[src/rtl/ers_pkg.sv]
package ers_pkg;

    localparam int BYTE_W  = 8;
    localparam int CMD_LEN = 6;
    localparam int STEP_W  = $clog2(CMD_LEN);
    localparam int STAT_BIT = 7;

    localparam logic [BYTE_W-1:0] CODE_KEY1   = 8'hAA;
    localparam logic [BYTE_W-1:0] CODE_KEY2   = 8'h55;
    localparam logic [BYTE_W-1:0] CODE_ARM    = 8'h80;
    localparam logic [BYTE_W-1:0] CODE_SECTOR = 8'h30;
    localparam logic [BYTE_W-1:0] BLANK_BYTE  = 8'hFF;

    typedef enum logic [1:0] {
        PH_IDLE,
        PH_SETUP,
        PH_STROBE,
        PH_HOLD
    } phase_t;

    typedef enum logic [3:0] {
        SQ_IDLE,
        SQ_CMD_GO,
        SQ_CMD_WAIT,
        SQ_POLL_GO,
        SQ_POLL_WAIT,
        SQ_CONF_GO,
        SQ_CONF_WAIT,
        SQ_DONE,
        SQ_FAIL
    } seq_t;

endpackage

[src/rtl/fbus_cycle.sv]
module fbus_cycle
    import ers_pkg::*;
#(
    parameter int ADDR_W     = 19,
    parameter int STROBE_CYC = 3
) (
    input  logic              clk,
    input  logic              rst_n,
    input  logic              go,
    input  logic              go_wr,
    input  logic [ADDR_W-1:0] go_addr,
    input  logic [BYTE_W-1:0] go_data,
    output logic              cyc_done,
    output logic [BYTE_W-1:0] rd_data,
    output logic              fl_ce_n,
    output logic              fl_we_n,
    output logic              fl_oe_n,
    output logic [ADDR_W-1:0] fl_addr,
    output logic [BYTE_W-1:0] fl_dout,
    output logic              fl_dout_en,
    input  logic [BYTE_W-1:0] fl_din
);

    localparam int CW = (STROBE_CYC > 1) ? $clog2(STROBE_CYC) : 1;
    localparam logic [CW-1:0] LAST_CNT = CW'(STROBE_CYC - 1);

    phase_t            ph_q, ph_d;
    logic [CW-1:0]     cnt_q;
    logic              wr_q;
    logic [ADDR_W-1:0] addr_q;
    logic [BYTE_W-1:0] data_q;

    // next phase
    always_comb begin
        ph_d = ph_q;
        unique case (ph_q)
            PH_IDLE:   if (go) ph_d = PH_SETUP;
            PH_SETUP:  ph_d = PH_STROBE;
            PH_STROBE: if (cnt_q == LAST_CNT) ph_d = PH_HOLD;
            PH_HOLD:   ph_d = PH_IDLE;
            default:   ph_d = PH_IDLE;
        endcase
    end

    // state register and cycle latches
    always_ff @(posedge clk or negedge rst_n) begin
        if (!rst_n) begin
            ph_q    <= PH_IDLE;
            cnt_q   <= '0;
            wr_q    <= 1'b0;
            addr_q  <= '0;
            data_q  <= '0;
            rd_data <= '0;
        end else begin
            ph_q <= ph_d;
            if (ph_q == PH_IDLE && go) begin
                wr_q   <= go_wr;
                addr_q <= go_addr;
                data_q <= go_data;
            end
            if (ph_q == PH_STROBE) begin
                cnt_q <= cnt_q + 1'b1;
                if (cnt_q == LAST_CNT && !wr_q) rd_data <= fl_din;
            end else begin
                cnt_q <= '0;
            end
        end
    end

    // pin decode
    always_comb begin
        fl_ce_n    = (ph_q == PH_IDLE);
        fl_we_n    = !((ph_q == PH_STROBE) && wr_q);
        fl_oe_n    = !((ph_q == PH_STROBE) && !wr_q);
        fl_addr    = addr_q;
        fl_dout    = data_q;
        fl_dout_en = wr_q && (ph_q != PH_IDLE);
        cyc_done   = (ph_q == PH_HOLD);
    end

endmodule

[src/rtl/erase_cmd_rom.sv]
module erase_cmd_rom
    import ers_pkg::*;
#(
    parameter int ADDR_W = 19,
    parameter logic [ADDR_W-1:0] UNLOCK_A = ADDR_W'('h5555),
    parameter logic [ADDR_W-1:0] UNLOCK_B = ADDR_W'('h2AAA)
) (
    input  logic [STEP_W-1:0] step,
    input  logic [ADDR_W-1:0] sector,
    output logic [ADDR_W-1:0] addr,
    output logic [BYTE_W-1:0] data,
    output logic              last
);

    always_comb begin
        last = (step == STEP_W'(CMD_LEN - 1));
        unique case (step)
            STEP_W'(0): begin addr = UNLOCK_A; data = CODE_KEY1;   end
            STEP_W'(1): begin addr = UNLOCK_B; data = CODE_KEY2;   end
            STEP_W'(2): begin addr = UNLOCK_A; data = CODE_ARM;    end
            STEP_W'(3): begin addr = UNLOCK_A; data = CODE_KEY1;   end
            STEP_W'(4): begin addr = UNLOCK_B; data = CODE_KEY2;   end
            STEP_W'(5): begin addr = sector;   data = CODE_SECTOR; end
            default:    begin addr = '0;       data = '0;          end
        endcase
    end

endmodule

[src/rtl/poll_limit.sv]
module poll_limit #(
    parameter int MAX_POLLS = 100000
) (
    input  logic clk,
    input  logic rst_n,
    input  logic clr,
    input  logic bump,
    output logic last
);

    localparam int PW = $clog2(MAX_POLLS + 1);

    logic [PW-1:0] cnt_q;

    always_ff @(posedge clk or negedge rst_n) begin
        if (!rst_n)     cnt_q <= '0;
        else if (clr)   cnt_q <= '0;
        else if (bump)  cnt_q <= cnt_q + 1'b1;
    end

    assign last = (cnt_q == PW'(MAX_POLLS - 1));

endmodule

[src/rtl/sector_erase_seq.sv]
module sector_erase_seq
    import ers_pkg::*;
#(
    parameter int ADDR_W     = 19,
    parameter int STROBE_CYC = 3,
    parameter int MAX_POLLS  = 100000,
    parameter logic [ADDR_W-1:0] UNLOCK_A = ADDR_W'('h5555),
    parameter logic [ADDR_W-1:0] UNLOCK_B = ADDR_W'('h2AAA)
) (
    input  logic              clk,
    input  logic              rst_n,
    input  logic              req_start,
    input  logic [ADDR_W-1:0] req_sector,
    output logic              done,
    output logic              err,
    output logic              fl_ce_n,
    output logic              fl_we_n,
    output logic              fl_oe_n,
    output logic [ADDR_W-1:0] fl_addr,
    output logic [7:0]        fl_dout,
    output logic              fl_dout_en,
    input  logic [7:0]        fl_din
);

    seq_t              st_q, st_d;
    logic [STEP_W-1:0] step_q;
    logic [ADDR_W-1:0] sector_q;

    logic              bus_go, bus_wr, cyc_done;
    logic [ADDR_W-1:0] bus_addr;
    logic [BYTE_W-1:0] rd_data;
    logic [ADDR_W-1:0] cmd_addr;
    logic [BYTE_W-1:0] cmd_data;
    logic              cmd_last;
    logic              lim_clr, lim_bump, lim_last;
    logic              stat_hi;

    assign stat_hi = rd_data[STAT_BIT];

    erase_cmd_rom #(
        .ADDR_W  (ADDR_W),
        .UNLOCK_A(UNLOCK_A),
        .UNLOCK_B(UNLOCK_B)
    ) u_cmd (
        .step  (step_q),
        .sector(sector_q),
        .addr  (cmd_addr),
        .data  (cmd_data),
        .last  (cmd_last)
    );

    poll_limit #(
        .MAX_POLLS(MAX_POLLS)
    ) u_lim (
        .clk  (clk),
        .rst_n(rst_n),
        .clr  (lim_clr),
        .bump (lim_bump),
        .last (lim_last)
    );

    fbus_cycle #(
        .ADDR_W    (ADDR_W),
        .STROBE_CYC(STROBE_CYC)
    ) u_bus (
        .clk       (clk),
        .rst_n     (rst_n),
        .go        (bus_go),
        .go_wr     (bus_wr),
        .go_addr   (bus_addr),
        .go_data   (cmd_data),
        .cyc_done  (cyc_done),
        .rd_data   (rd_data),
        .fl_ce_n   (fl_ce_n),
        .fl_we_n   (fl_we_n),
        .fl_oe_n   (fl_oe_n),
        .fl_addr   (fl_addr),
        .fl_dout   (fl_dout),
        .fl_dout_en(fl_dout_en),
        .fl_din    (fl_din)
    );

    // next state
    always_comb begin
        st_d = st_q;
        unique case (st_q)
            SQ_IDLE:      if (req_start) st_d = SQ_CMD_GO;
            SQ_CMD_GO:    st_d = SQ_CMD_WAIT;
            SQ_CMD_WAIT:  if (cyc_done) st_d = cmd_last ? SQ_POLL_GO : SQ_CMD_GO;
            SQ_POLL_GO:   st_d = SQ_POLL_WAIT;
            SQ_POLL_WAIT: begin
                if (cyc_done) begin
                    if (stat_hi)       st_d = SQ_CONF_GO;
                    else if (lim_last) st_d = SQ_FAIL;
                    else               st_d = SQ_POLL_GO;
                end
            end
            SQ_CONF_GO:   st_d = SQ_CONF_WAIT;
            SQ_CONF_WAIT: if (cyc_done) st_d = (rd_data == BLANK_BYTE) ? SQ_DONE : SQ_FAIL;
            SQ_DONE:      st_d = SQ_IDLE;
            SQ_FAIL:      st_d = SQ_IDLE;
            default:      st_d = SQ_IDLE;
        endcase
    end

    // state register
    always_ff @(posedge clk or negedge rst_n) begin
        if (!rst_n) begin
            st_q     <= SQ_IDLE;
            step_q   <= '0;
            sector_q <= '0;
        end else begin
            st_q <= st_d;
            if (st_q == SQ_IDLE && req_start) begin
                sector_q <= req_sector;
                step_q   <= '0;
            end else if (st_q == SQ_CMD_WAIT && cyc_done && !cmd_last) begin
                step_q <= step_q + 1'b1;
            end
        end
    end

    // outputs
    always_comb begin
        bus_go   = 1'b0;
        bus_wr   = 1'b0;
        bus_addr = sector_q;
        lim_clr  = 1'b0;
        lim_bump = 1'b0;
        done     = 1'b0;
        err      = 1'b0;
        unique case (st_q)
            SQ_IDLE:      lim_clr = 1'b1;
            SQ_CMD_GO: begin
                bus_go   = 1'b1;
                bus_wr   = 1'b1;
                bus_addr = cmd_addr;
            end
            SQ_POLL_GO:   bus_go = 1'b1;
            SQ_POLL_WAIT: lim_bump = cyc_done && !stat_hi;
            SQ_CONF_GO:   bus_go = 1'b1;
            SQ_DONE:      done = 1'b1;
            SQ_FAIL:      err = 1'b1;
            default:      ;
        endcase
    end

endmodule

[config.mk]
export PLATFORM = sky130hd
export DESIGN_NAME = sector_erase_seq
export DESIGN_NICKNAME = d
export VERILOG_FILES = /design/src/rtl/ers_pkg.sv /design/src/rtl/fbus_cycle.sv /design/src/rtl/erase_cmd_rom.sv /design/src/rtl/poll_limit.sv /design/src/rtl/sector_erase_seq.sv
export SDC_FILE = /design/constraint.sdc
export NUM_CORES = 1
export LEC_CHECK = 0
export BUFFER_PORTS_ARGS = -buffer_cell sky130_fd_sc_hd__buf_2
export CORE_MARGIN = 4
export CORE_UTILIZATION = 50
export DETAILED_ROUTE_END_ITERATION = 8
export PLACE_DENSITY_LB_ADDON = 0.15
export SETUP_SLACK_MARGIN = 0.15
export SLEW_MARGIN = 20
export SYNTH_ARGS = -nofsm -noshare
export SYNTH_HDL_FRONTEND = slang
export SYNTH_HIERARCHICAL = 1
export SYNTH_SLANG_ARGS = --single-unit
[constraint.sdc]
create_clock -name clk -period 2.87 [get_ports clk]
set_input_delay 0.1435 -clock clk [delete_from_list [all_inputs] [get_ports clk]]
set_output_delay 0.1435 -clock clk [all_outputs]
set_load 0.05 [all_outputs]
==> flow_summary.json <==
{
  "status": "completed",
  "ys_top_cells_by_area": "dfrtp_1, mux2_4, mux2_2",
  "syn_area_sq_um": 4460,
  "syn_to_final_growth_pct": 12.2,
  "synth_area_per_cell_sq_um": 12.3,
  "fmax_mhz": 416,
  "rsz0062_at_grt": "false",
  "worstPathMaxFanout": 13,
  "yosysSeqAreaShare": 0.466,
  "io_buffers": 62,
  "yosys.area.top_type": "dfrtp_1",
  "max_slew_margin": 0.507,
  "grt_use_met1": 0.236,
  "clock_latency_ps": 340,
  "hold_violations": 0,
  "min_period_over_period": 0.838,
  "num_rows": 34,
  "worst_pin_slew_ps": 740,
  "gp_congestion": 0.825,
  "ys_ff_latch": 83,
  "synth_top_area_frac": 0.466,
  "ant_nets": 0,
  "maxCapViolCount": 0,
  "drive_gt1_frac": 0.400,
  "fin_tns_setup_ps": 0,
  "utilization": 0.574,
  "antenna_found_initial": 0,
  "die_h_microns": 102,
  "critPathLaunchType": "flop",
  "syn_nets": 399,
  "cts_tree": "done",
  "fill_cells": 722,
  "reg2regPathDepth": 5,
  "use_met3": 0.0375,
  "start_util": 0.512,
  "grt_usage": 0.165,
  "grt-busiest-layer": "met2",
  "globalRouteMet2Util": 0.252,
  "first_pass_iters": 4,
  "numCtsBuffers": 9,
  "leakage_nw": 2.30,
  "clock-root-buffer": "clkbuf_8",
  "hold_path_class": "input pin to flop",
  "final_max_slew_viol_count": 0,
  "drtIter0Drc": 73,
  "cp.required_ps": 3130,
  "synthTopCellsByCount": "dfrtp_1, mux2_4, mux2_2",
  "first_global_vias": 2828,
  "synth_edf_count": 0,
  "core_area_sq_um": 8720,
  "cp.arrival_ps": 2670,
  "path_clk_slew_ps": 80,
  "avgViaCountPerCell": 5.33,
  "synth_warnings": 6,
  "drc": 0,
  "clock_sinks": 83,
  "end_kind": "flop",
  "worstHoldPathCells": 2,
  "synthArstFlopShare": 1.00,
  "finalNetCount": 455,
  "drt_wl_total_microns": 8170,
  "grt_max_degree": 84,
  "io_pins": 63,
  "yosysMostFrequentCell": "dfrtp_1",
  "ys.flop_type": "dfrtp_1",
  "syn_inst": 362,
  "cts_max_path_buffers": 2,
  "dieArea_sq_um": 10500,
  "setup_violations": 0,
  "grt_overflow": 0,
  "power.density_nw_per_um2": 1140,
  "fin_skew_ps": 9.68,
  "grt_pass1_wl_microns": 13700,
  "synth_cell_types": 59,
  "avgRoutedWirePerCell_microns": 15.4,
  "chipWidth_microns": 102,
  "via_count": 2831,
  "num_antenna_cells": 0,
  "htreeDepth": 3,
  "place_hpwl_microns": 5460,
  "max-vdd-ir-drop_mv": 0.775,
  "layout_min_cycle_time_ps": 2410,
  "crit_type": "flop to flop"
}
-- power breakdown --
part / switching, W / total [W] / internal [W]
Clock: 0.000409 / 0.00101 / 0.000603
Combinational: 0.00151 / 0.00273 / 0.00122
Sequential: 0.000345 / 0.00195 / 0.00161
Total: 0.00226 / 0.00570 / 0.00343
-- cell families after synthesis --
group                      synth area share
AOI/OAI and AO/OA                    0.0603
xor gates and xnor gates             0.0294
adders and majority gates            0.0196
buffers and inverters                0.0533
DFF                                   0.466
muxes                                 0.245
and+or+nand+nor                       0.126
-- critical path, stage by stage, from the launching register on --
cell       delay, ps
dfrtp_1          520
nor4_2           390
and2_1           330
o2111ai_1        370
or3_2            570
a21oi_1          150
-- worst paths after layout --
check	slack, ps	to	from
min in group asynchronous	420	u_bus/fl_dout[2]$_DFFE_PN0P_	rst_n
max	460	u_lim/cnt_q[8]$_DFFE_PN0P_	st_q[1]$_DFFE_PN0P_
min	20	sector_q[3]$_DFFE_PN0P_	req_sector[3]
min reg2reg	430	u_bus/cnt_q[0]$_DFF_PN0_	u_bus/cnt_q[0]$_DFF_PN0_
max in group asynchronous	1920	st_q[2]$_DFFE_PN0P_	rst_n
max reg2reg	460	u_lim/cnt_q[8]$_DFFE_PN0P_	st_q[1]$_DFFE_PN0P_
-- final cells by class --
class	instances	area (sq um)	share of cell area
Clock buffer	12	145	0.0290
Sequential cell	83	2080	0.415
Inverter	11	41.3	0.00825
Timing Repair Buffer	67	357	0.0712
Multi-Input combinational cell	246	2150	0.430
Tap cell	108	135	0.0270
Clock inverter	4	97.6	0.0195
-- layout by cell type (no fill, tap or decap), types with 4 or more instances in the layout --
cell      netlist  final
ha_1            7      7
a21oi_1         6      6
mux2i_1        10     10
o21ai_0         6      6
dfrtp_1        83     82
clkbuf_8        0     10
mux2_2         36     36
nor2_1         23     23
nand3_1         5      5
o21a_1          7      7
xnor2_1        10     10
buf_4           8      4
nand4_1         6      6
nor2b_1         8      8
buf_2           4     61
mux2_4         37     37
xor2_1          5      5
inv_1          11     11
nand2b_1        4      4
nor3_1          6      6
nand2_1        18     18
-- flip-flops by register name, summed over array words and instances, names as in the netlist --
register       cells
sector_q          19
u_bus/fl_addr     19
u_lim/cnt_q       17
u_bus/fl_dout      8
u_bus/rd_data      8
st_q               4
step_q             3
u_bus/cnt_q        2
u_bus/ph_q         2
u_bus/wr_q         1
-- metal layers --
metal,up-vias,part of all wire
met1,1375,0.49
li1,1392,-
met2,57,0.46
met5,-,0
met3,7,0.038
met4,0,0.012
-- timing repair --
action / 4_1_cts / 5_1_grt
hold endpoints to repair: 0 / 83
endpoints found under the setup margin: 0 / 4
hold buffers: 0 / 1
buffers inserted: 0 / 0
resized for setup: 0 / 2
-- stage by stage --
stage          worst slack, ps  power (W)  cell area, sq um  instances  hold WS [ps]
3_3_place_gp               460    0.00466              4740        514           374
2_1_floorplan              496    0.00432              4460        362          -152
6_report                   465    0.00570              5010        531          22.5
5_1_grt                    160    0.00605              5010        531          1.47
4_1_cts                    350    0.00576              4990        530          7.08
3_5_place_dp               365    0.00472              4740        514           379
No activity file was read; power rests on OpenSTA's default activity.
